==> src/rtl/tmul_pkg.sv <==
package tmul_pkg;

  localparam int FIELD_M = 97;
  localparam int TAP_K   = 16;

  typedef logic [1:0] trit_t;

  localparam trit_t TRIT_ZERO = 2'b00;
  localparam trit_t TRIT_ONE  = 2'b10;
  localparam trit_t TRIT_TWO  = 2'b11;

  typedef enum logic [1:0] {
    S_IDLE = 2'd0,
    S_RUN  = 2'd1,
    S_HOLD = 2'd2
  } tmul_state_e;

  // Numeric value 0..2 of a coded coefficient; high bit low means zero.
  function automatic logic [1:0] trit_val(trit_t c);
    if (!c[1]) return 2'd0;
    return c[0] ? 2'd2 : 2'd1;
  endfunction

  function automatic trit_t trit_code(logic [1:0] v);
    case (v)
      2'd1:    return TRIT_ONE;
      2'd2:    return TRIT_TWO;
      default: return TRIT_ZERO;
    endcase
  endfunction

  function automatic trit_t trit_add(trit_t x, trit_t y);
    logic [2:0] s;
    s = {1'b0, trit_val(x)} + {1'b0, trit_val(y)};
    if (s >= 3'd3) s = s - 3'd3;
    return trit_code(s[1:0]);
  endfunction

  function automatic trit_t trit_neg(trit_t x);
    if (!x[1]) return TRIT_ZERO;
    return {1'b1, ~x[0]};
  endfunction

  function automatic trit_t trit_sub(trit_t x, trit_t y);
    return trit_add(x, trit_neg(y));
  endfunction

  // 1*1=1, 1*2=2, 2*2=1: sign bits combine by xor.
  function automatic trit_t trit_mul(trit_t x, trit_t y);
    if (!x[1] || !y[1]) return TRIT_ZERO;
    return {1'b1, x[0] ^ y[0]};
  endfunction

endpackage

==> src/rtl/tmul_step.sv <==
// One Horner step: acc_o = (acc_i * x mod P) + a_coef_i * b_i
// with P = x^M + x^K - 1, so the coefficient leaving the top
// re-enters at x^0 with sign + and at x^K with sign -.
module tmul_step
  import tmul_pkg::*;
#(
  parameter int M = FIELD_M,
  parameter int K = TAP_K
) (
  input  logic [2*M-1:0] acc_i,
  input  logic [2*M-1:0] b_i,
  input  logic [1:0]     a_coef_i,
  output logic [2*M-1:0] acc_o
);

  trit_t top;
  assign top = acc_i[2*M-1 -: 2];

  for (genvar i = 0; i < M; i++) begin : g_coef
    trit_t moved;
    if (i == 0) begin : g_wrap
      assign moved = top;
    end else if (i == K) begin : g_tap
      assign moved = trit_sub(acc_i[2*i-2 +: 2], top);
    end else begin : g_shift
      assign moved = acc_i[2*i-2 +: 2];
    end
    assign acc_o[2*i +: 2] = trit_add(moved, trit_mul(a_coef_i, b_i[2*i +: 2]));
  end

endmodule

==> src/rtl/tmul_digit.sv <==
// Chains DIGIT Horner steps; the most significant coefficient of the
// digit is applied first.
module tmul_digit
  import tmul_pkg::*;
#(
  parameter int M     = FIELD_M,
  parameter int K     = TAP_K,
  parameter int DIGIT = 4
) (
  input  logic [2*M-1:0]     acc_i,
  input  logic [2*M-1:0]     b_i,
  input  logic [2*DIGIT-1:0] digit_i,
  output logic [2*M-1:0]     acc_o
);

  logic [2*M-1:0] chain [DIGIT+1];

  assign chain[0] = acc_i;

  for (genvar j = 0; j < DIGIT; j++) begin : g_step
    tmul_step #(.M(M), .K(K)) u_step (
      .acc_i   (chain[j]),
      .b_i     (b_i),
      .a_coef_i(digit_i[2*(DIGIT-1-j) +: 2]),
      .acc_o   (chain[j+1])
    );
  end

  assign acc_o = chain[DIGIT];

endmodule

==> src/rtl/tmul_ctrl.sv <==
// Job sequencer: idle -> run for STEPS cycles -> hold result until taken.
module tmul_ctrl
  import tmul_pkg::*;
#(
  parameter int STEPS = 25
) (
  input  logic clk,
  input  logic rst_n,
  input  logic in_valid,
  input  logic out_ready,
  output logic in_ready,
  output logic out_valid,
  output logic load_o,
  output logic run_o
);

  localparam int CW = $clog2(STEPS + 1);
  localparam logic [CW-1:0] LAST = CW'(STEPS - 1);

  tmul_state_e    st_q, st_d;
  logic [CW-1:0]  cnt_q;

  always_comb begin
    st_d = st_q;
    case (st_q)
      S_IDLE:  if (in_valid)       st_d = S_RUN;
      S_RUN:   if (cnt_q == LAST)  st_d = S_HOLD;
      S_HOLD:  if (out_ready)      st_d = S_IDLE;
      default:                     st_d = S_IDLE;
    endcase
  end

  assign in_ready  = (st_q == S_IDLE);
  assign out_valid = (st_q == S_HOLD);
  assign run_o     = (st_q == S_RUN);
  assign load_o    = in_ready && in_valid;

  always_ff @(posedge clk or negedge rst_n) begin
    if (!rst_n) begin
      st_q  <= S_IDLE;
      cnt_q <= '0;
    end else begin
      st_q <= st_d;
      if (load_o)     cnt_q <= '0;
      else if (run_o) cnt_q <= cnt_q + 1'b1;
    end
  end

endmodule

==> src/rtl/tmul_gf3_digit_mul.sv <==
module tmul_gf3_digit_mul
  import tmul_pkg::*;
#(
  parameter int M     = FIELD_M,
  parameter int K     = TAP_K,
  parameter int DIGIT = 4
) (
  input  logic           clk,
  input  logic           rst_n,
  input  logic           in_valid,
  output logic           in_ready,
  input  logic [2*M-1:0] op_a,
  input  logic [2*M-1:0] op_b,
  output logic           out_valid,
  input  logic           out_ready,
  output logic [2*M-1:0] product
);

  localparam int STEPS = (M + DIGIT - 1) / DIGIT;
  localparam int PADC  = STEPS * DIGIT;
  localparam int PADW  = 2 * PADC;

  logic             load, run;
  logic [PADW-1:0]  a_sh_q;
  logic [2*M-1:0]   b_q;
  logic [2*M-1:0]   acc_q;
  logic [2*M-1:0]   acc_nx;

  tmul_ctrl #(.STEPS(STEPS)) u_ctrl (
    .clk      (clk),
    .rst_n    (rst_n),
    .in_valid (in_valid),
    .out_ready(out_ready),
    .in_ready (in_ready),
    .out_valid(out_valid),
    .load_o   (load),
    .run_o    (run)
  );

  tmul_digit #(.M(M), .K(K), .DIGIT(DIGIT)) u_digit (
    .acc_i  (acc_q),
    .b_i    (b_q),
    .digit_i(a_sh_q[PADW-1 -: 2*DIGIT]),
    .acc_o  (acc_nx)
  );

  // Operand A is zero-extended at the top so the padded leading
  // coefficients are consumed first and contribute nothing.
  always_ff @(posedge clk or negedge rst_n) begin
    if (!rst_n) begin
      a_sh_q <= '0;
      b_q    <= '0;
      acc_q  <= '0;
    end else if (load) begin
      a_sh_q <= PADW'(op_a);
      b_q    <= op_b;
      acc_q  <= '0;
    end else if (run) begin
      a_sh_q <= a_sh_q << (2 * DIGIT);
      acc_q  <= acc_nx;
    end
  end

  assign product = acc_q;

endmodule

==> config.mk <==
export PLATFORM = sky130hd
export DESIGN_NAME = tmul_gf3_digit_mul
export DESIGN_NICKNAME = d
export VERILOG_FILES = /design/src/rtl/tmul_pkg.sv /design/src/rtl/tmul_step.sv /design/src/rtl/tmul_digit.sv /design/src/rtl/tmul_ctrl.sv /design/src/rtl/tmul_gf3_digit_mul.sv
export SDC_FILE = /design/constraint.sdc
export NUM_CORES = 2
export LEC_CHECK = 0
export BUFFER_PORTS_ARGS = -buffer_cell sky130_fd_sc_hd__buf_4
export CAP_MARGIN = 40
export CORE_MARGIN = 2
export CORE_UTILIZATION = 63
export DETAILED_ROUTE_END_ITERATION = 12
export HOLD_SLACK_MARGIN = 0.02
export PLACE_DENSITY = 0.83
export SKIP_LAST_GASP = 1
export SYNTH_ARGS = -nofsm -noshare
export SYNTH_HDL_FRONTEND = slang
export SYNTH_SLANG_ARGS = --single-unit
==> constraint.sdc <==
create_clock -name clk -period 8.8 [get_ports clk]
set_input_delay 1.76 -clock clk [delete_from_list [all_inputs] [get_ports clk]]
set_output_delay 1.76 -clock clk [all_outputs]
set_load 0.05 [all_outputs]
After elaboration in Yosys (flattened, before gate mapping):

Cells that the tools add are included.

* bits of input ports: 392
* register bits after elaboration: 595
* output and inout port bits: 196
* word-level logic and storage cells: 6387

* $add $sub $neg: 785
* equality and inequality tests: 790
* multiplexer cells: 3530
* reductions and logical operators: 493
* $lt $le $gt $ge: 392
* bitwise operators: 392

Operators by type and width (count)
* $mux 2: 2743
* $pmux 2 s2: 392
* $add 2x2->3: 392
* $ge 3x2->1 const B: 392
* $eq 2x1->1 const B: 393
* $eq 2x2->1 const B: 393
* $sub 2x2->2 const B: 392
* $mux 200: 2
* $logic_or 1x1->1: 388
* $mux 1: 388
* $mux 194: 2
* $xor 1x1->1: 388
* $logic_not 1->1: 101
* $mux 5: 2
* $pmux 2 s3: 1
* $add 5x1->5 const B: 1
* $eq 5x5->1 const B: 1
* $ne 2x1->1 const B: 2
* $not 1->1: 4
* $reduce_and 3->1: 1
* $logic_not 2->1: 1
* $ne 2x2->1 const B: 1
* $reduce_bool 2->1: 1
* $logic_and 1x1->1: 1

Depth between registers and ports, before layout:

* word-level depth: 43
* gate-level depth with buffers: 40

By module:

A second synthesis with hierarchy kept.

* cell total of the unflattened synthesis: 8889
* area total of the unflattened synthesis: 78434.0 sq um

By module, submodules not included
* tmul_gf3_digit_mul: instances 1, area each 24957.7 sq um, cells an instance 1895
* tmul_step at u_digit.g_step[2].u_step: instances 1, area each 13300.3 sq um, cells an instance 1743
* tmul_step at u_digit.g_step[3].u_step: instances 1, area each 13289.0 sq um, cells an instance 1740
* tmul_step at u_digit.g_step[0].u_step: instances 1, area each 13275.2 sq um, cells an instance 1740
* tmul_step at u_digit.g_step[1].u_step: instances 1, area each 13249.0 sq um, cells an instance 1736
* tmul_ctrl: instances 1, area each 362.8 sq um, cells an instance 35

Worst setup path after synthesis:

Ideal clock, no wire load.

* kind: register to register
* start: reg a_sh_q[198]
* end: reg acc_q[33] (netlist: product[33])
* period minus slack after synthesis: 7.249 ns
* data arrival time: 7.167 ns
* stages on the path, launching flop included: 29
* data required time: 8.717 ns
* path slack: 1.551 ns
* path through: dfrtp_1 buf_2 buf_4 xor2_1 nor2_1 ha_1 fa_1 ha_1 o31ai_1 ha_1 fa_1 ha_1 o31ai_1 ha_1 fa_1 ha_1 nor2_1 nor2_1 nor3_1 ha_1 fa_1 ha_1 o31ai_1 ha_1 fa_1 ha_1 o32a_1 ha_1 o21ai_0

* cells in the longest elaborated chain, start to end: 41
* elaborated cells on any way between the ends: 82
* classes of those cells: add/sub: 16; order compare: 8; eq/ne: 16; mux: 39; bitwise: 3

Ends and longest elaborated chain
* start, declared: RTL line tmul_gf3_digit_mul.sv:24 `logic [PADW-1:0] a_sh_q;`
* start signal, assigned: RTL line tmul_gf3_digit_mul.sv:55 `a_sh_q <= PADW'(op_a);`
* start signal, assigned: RTL line tmul_gf3_digit_mul.sv:59 `a_sh_q <= a_sh_q << (2 * DIGIT);`
* $xor 1x1->1: RTL line tmul_pkg.sv:51 `return {1'b1, x[0] ^ y[0]};`
* $mux 2: RTL line tmul_pkg.sv:51
* $mux 2 (2 in a row): RTL line tmul_pkg.sv:21 `return c[0] ? 2'd2 : 2'd1;`
* $add 2x2->3: RTL line tmul_pkg.sv:34 `s = {1'b0, trit_val(x)} + {1'b0, trit_val(y)};`
* $ge 3x2->1 or $sub 2x2->2 (tied branches): RTL line tmul_pkg.sv:35 `if (s >= 3'd3) s = s - 3'd3;`
* $mux 2: RTL line tmul_pkg.sv:35
* $eq 2x2->1 or $eq 2x1->1 (tied branches): RTL line tmul_pkg.sv:25 `case (v)`
* $pmux 2 s2: RTL line tmul_pkg.sv:25
* [24 not listed]
* $mux 2 (*): RTL line tmul_pkg.sv:21
* $add 2x2->3 (*): RTL line tmul_pkg.sv:34
* $ge 3x2->1 or $sub 2x2->2 (tied branches): RTL line tmul_pkg.sv:35
* $mux 2 (*): RTL line tmul_pkg.sv:35
* $eq 2x2->1 or $eq 2x1->1 (tied branches): RTL line tmul_pkg.sv:25
* $pmux 2 s2 (*): RTL line tmul_pkg.sv:25
* $mux 194 (*): RTL line tmul_gf3_digit_mul.sv:58 `end else if (run) begin`
* $mux 194 (*): RTL line tmul_gf3_digit_mul.sv:54 `end else if (load) begin`
* end signal, assigned: RTL line tmul_gf3_digit_mul.sv:60 `acc_q <= acc_nx;`
* end, declared: RTL line tmul_gf3_digit_mul.sv:26 `logic [2*M-1:0] acc_q;`

Mark *: on every way between the ends. The rest lies on a longest branch, timed or not. The select of a mux whose other input is x is not followed.
A chain may end at the register's enable or synchronous reset.

Worst setup path in the final report:

* start: reg a_sh_q[198]
* end: reg acc_q[65] (netlist: product[65])

* cells in the longest elaborated chain, start to end: 32
* elaborated cells on any way between the ends: 40
* classes of those cells: add/sub: 8; order compare: 4; eq/ne: 8; mux: 19; bitwise: 1

Ends and longest elaborated chain (RTL line)
* $xor 1x1->1 (*): tmul_pkg.sv:51
* $mux 2 (*): tmul_pkg.sv:51
* $mux 2 (*) (2 in a row): tmul_pkg.sv:21
* $add 2x2->3 (*): tmul_pkg.sv:34
* $ge 3x2->1 or $sub 2x2->2 (tied branches): tmul_pkg.sv:35
* $mux 2 (*): tmul_pkg.sv:35
* $eq 2x2->1 or $eq 2x1->1 (tied branches): tmul_pkg.sv:25
* $pmux 2 s2 (*): tmul_pkg.sv:25
* [15 not listed]
* $mux 2 (*): tmul_pkg.sv:21
* $add 2x2->3 (*): tmul_pkg.sv:34
* $ge 3x2->1 or $sub 2x2->2 (tied branches): tmul_pkg.sv:35
* $mux 2 (*): tmul_pkg.sv:35
* $eq 2x2->1 or $eq 2x1->1 (tied branches): tmul_pkg.sv:25
* $pmux 2 s2 (*): tmul_pkg.sv:25
* $mux 194 (*): tmul_gf3_digit_mul.sv:58
* $mux 194 (*): tmul_gf3_digit_mul.sv:54

Marks and branches as above.

==> out/metrics.yaml <==
final_cells: 10523
wire_per_inst_um: 17.67
wl_met2_um: 88080
critPathCaptureType: "flip-flop"
rsz0062_at_grt: "no"
crit_slowest_cell: "dfrtp_4"
antenna_found_initial: 6
drt_iter0_drc: 3581
grt_pass1_vias: 62327
postSynthAreaPerCell_um2: 7.855
holdBufCountCts: 0
async_flop_share: 1.000
syn_nets: 10491
synthTopCellsByArea: "dfrtp_1 21%, ha_1 16%, fa_1 11%"
worst_pin_slew_ns: 1.211
slew_violations: 0
synth.distinct_cells: 40
synth_edf_count: 0
firstDrtPassIters: 6
fin_crit_sh: 0.9273
gr-total-overflow: 0
hold_class: "flip-flop to flip-flop"
hold_path_end: "a_sh_q[196]"
cts_resized: 0
status: "completed"
io_pins: 588
fmax_ghz: 0.1225
top_layer: "met5"
postCtsSetupBuffers: 0
syn_inst: 8824
grt_max_degree: 230
port_buffers: 587
setup-violations-final: 0
drc_errors: 0
syn_area_mm2: 0.06932
ys_seq_elements: 595
cts_sinks: 595
root_buffer: "clkbuf_16"
r2r_end: "product[65]"
min_delay_path_depth: 2
final_antenna_net_count: 0
place.detailed.hpwl_um: 134300
slew_headroom: 0.1926
clkTransAtPathRegs_ns: 0.06
min_from: "a_sh_q[188]"
fin_worst_skew_ns: 0.06704
cts_tree: "done"
crit_required_ns: 9.38
cpPeakStageDelay_ns: 0.71
ys_seq_area_frac: 0.2148
multi_input_area_mm2: 0.04875
r2r_cells: 34
route.met3.wl_um: 13660
synth_top_flop_cell: "dfrtp_1"
via_count: 61827
num_rows: 121
grt_use_total: 0.3291
r2r_slack_ns: 0.64
ys_warn_count: 0
die-width_um: 335.7
cap_viol_max_count: 0
crit_path_frequent_cell: "ha_1"
placed_cells: 10383
htree_levels: 3
r2r-start: "a_sh_q[198]"
start_util: 0.6359
path_class: "flip-flop to flip-flop"
fin_hold_ws_ns: 0.4705
numCtsBuffers: 75
worstSetupStartpointType: "flip-flop"
wl_met1_um: 73240
cts_buffer_depth: 3
via_per_inst: 5.875
fillers: 8481
wirelength_um: 185900
synth_commonest_cells: "1822 x nand2_1, 886 x inv_1, 883 x ha_1"
cp_max_fo: 27
hold_violations: 0
die_y_um: 335.7
clock_latency_ns: 0.72
register_area_mm2: 0.01492
dieArea_mm2: 0.1127
nets: 10713
gp_congestion: 0.8804
synth.most_common_cell: "nand2_1"
drive_gt1_frac: 0.09007
grt_pass1_wl_um: 302900
fin_tns_setup_ns: 0
cp.arrival_ns: 8.74
areaGrowthSynthToFinish_pct: 10.16
synth_top_cell_area_share: 0.2148
synth_top_area_cell: "dfrtp_1"
finalCriticalPeriod_ns: 8.160
coreArea_mm2: 0.1090
critical path, delay by kind of cell (launching register included):
family          cells  cell delay [ns]
compound gates      4             0.57
xor+xnor            1             0.17
fa+ha+maj          13             3.69
simple gates        6             1.46
mux                 1             0.37
flops               1             0.71
buf+inv             9             1.03
state kept, by name, indices dropped and copies added (netlist names):
name	count
product	194
a_sh_q	200
u_ctrl.st_q	2
u_ctrl.cnt_q	5
b_q	194
cell type report:
type | instances | area share
Inverter | 886 | 0.04355
Clock inverter | 36 | 0.006030
Tap cell | 1414 | 0.02317
Sequential cell | 595 | 0.1954
Antenna cell | 5 | 0.0001639
Clock buffer | 99 | 0.02707
Multi-Input combinational cell | 6852 | 0.6385
Timing Repair Buffer | 636 | 0.06617
logic make-up after synthesis:
kind of cell | share of synthesized area
fa+ha+maj | 0.2726
xor+xnor | 0.04903
mux | 0.009856
simple gates | 0.2567
compound gates | 0.1147
flops | 0.2148
buf+inv | 0.08229
placed cells by master (no fill, tap or decap), types with 155 or more instances in the layout:
cell      netlist  routed
a21oi_1       233     233
a22oi_1       178     178
buf_4           8     617
dfrtp_1       595     587
fa_1          392     392
ha_1          883     883
inv_1         886     886
nand2_1      1822    1822
nand3_1       812     812
nor2_1        446     446
nor2b_1       515     514
o211ai_1      155     155
o21ai_0       181     181
o31ai_1       248     248
xor2_1        388     388
metrics by stage:
step	cell area (µm²)	util	worst slack [ns]
floorplan	69320	-	1.551
global placement	73630	0.6755	1.097
detailed placement	73820	0.6772	0.7567
CTS	76350	0.7004	0.7147
global route	76350	0.7005	0.1470
finish	76360	0.7005	0.6397
per-layer routing:
layer | track usage | up-vias
li1 | - | 29651
met1 | 0.3927 | 29652
met2 | 0.5589 | 1926
met3 | 0.06335 | 596
met4 | 0.1819 | 2
met5 | 0 | -
worst max-delay path by stage:
stage,startpoint,endpoint,cells after the start
2_1_floorplan,a_sh_q[198],product[33],28
3_3_place_gp,a_sh_q[198],product[65],34
3_5_place_dp,a_sh_q[198],product[65],34
4_1_cts,a_sh_q[199],product[35],23
5_1_grt,a_sh_q[198],product[55],36
6_report,a_sh_q[198],product[65],34
Power is not shown: default switching activity piles up to over one toggle a cycle in this logic, so the estimate is an artifact.
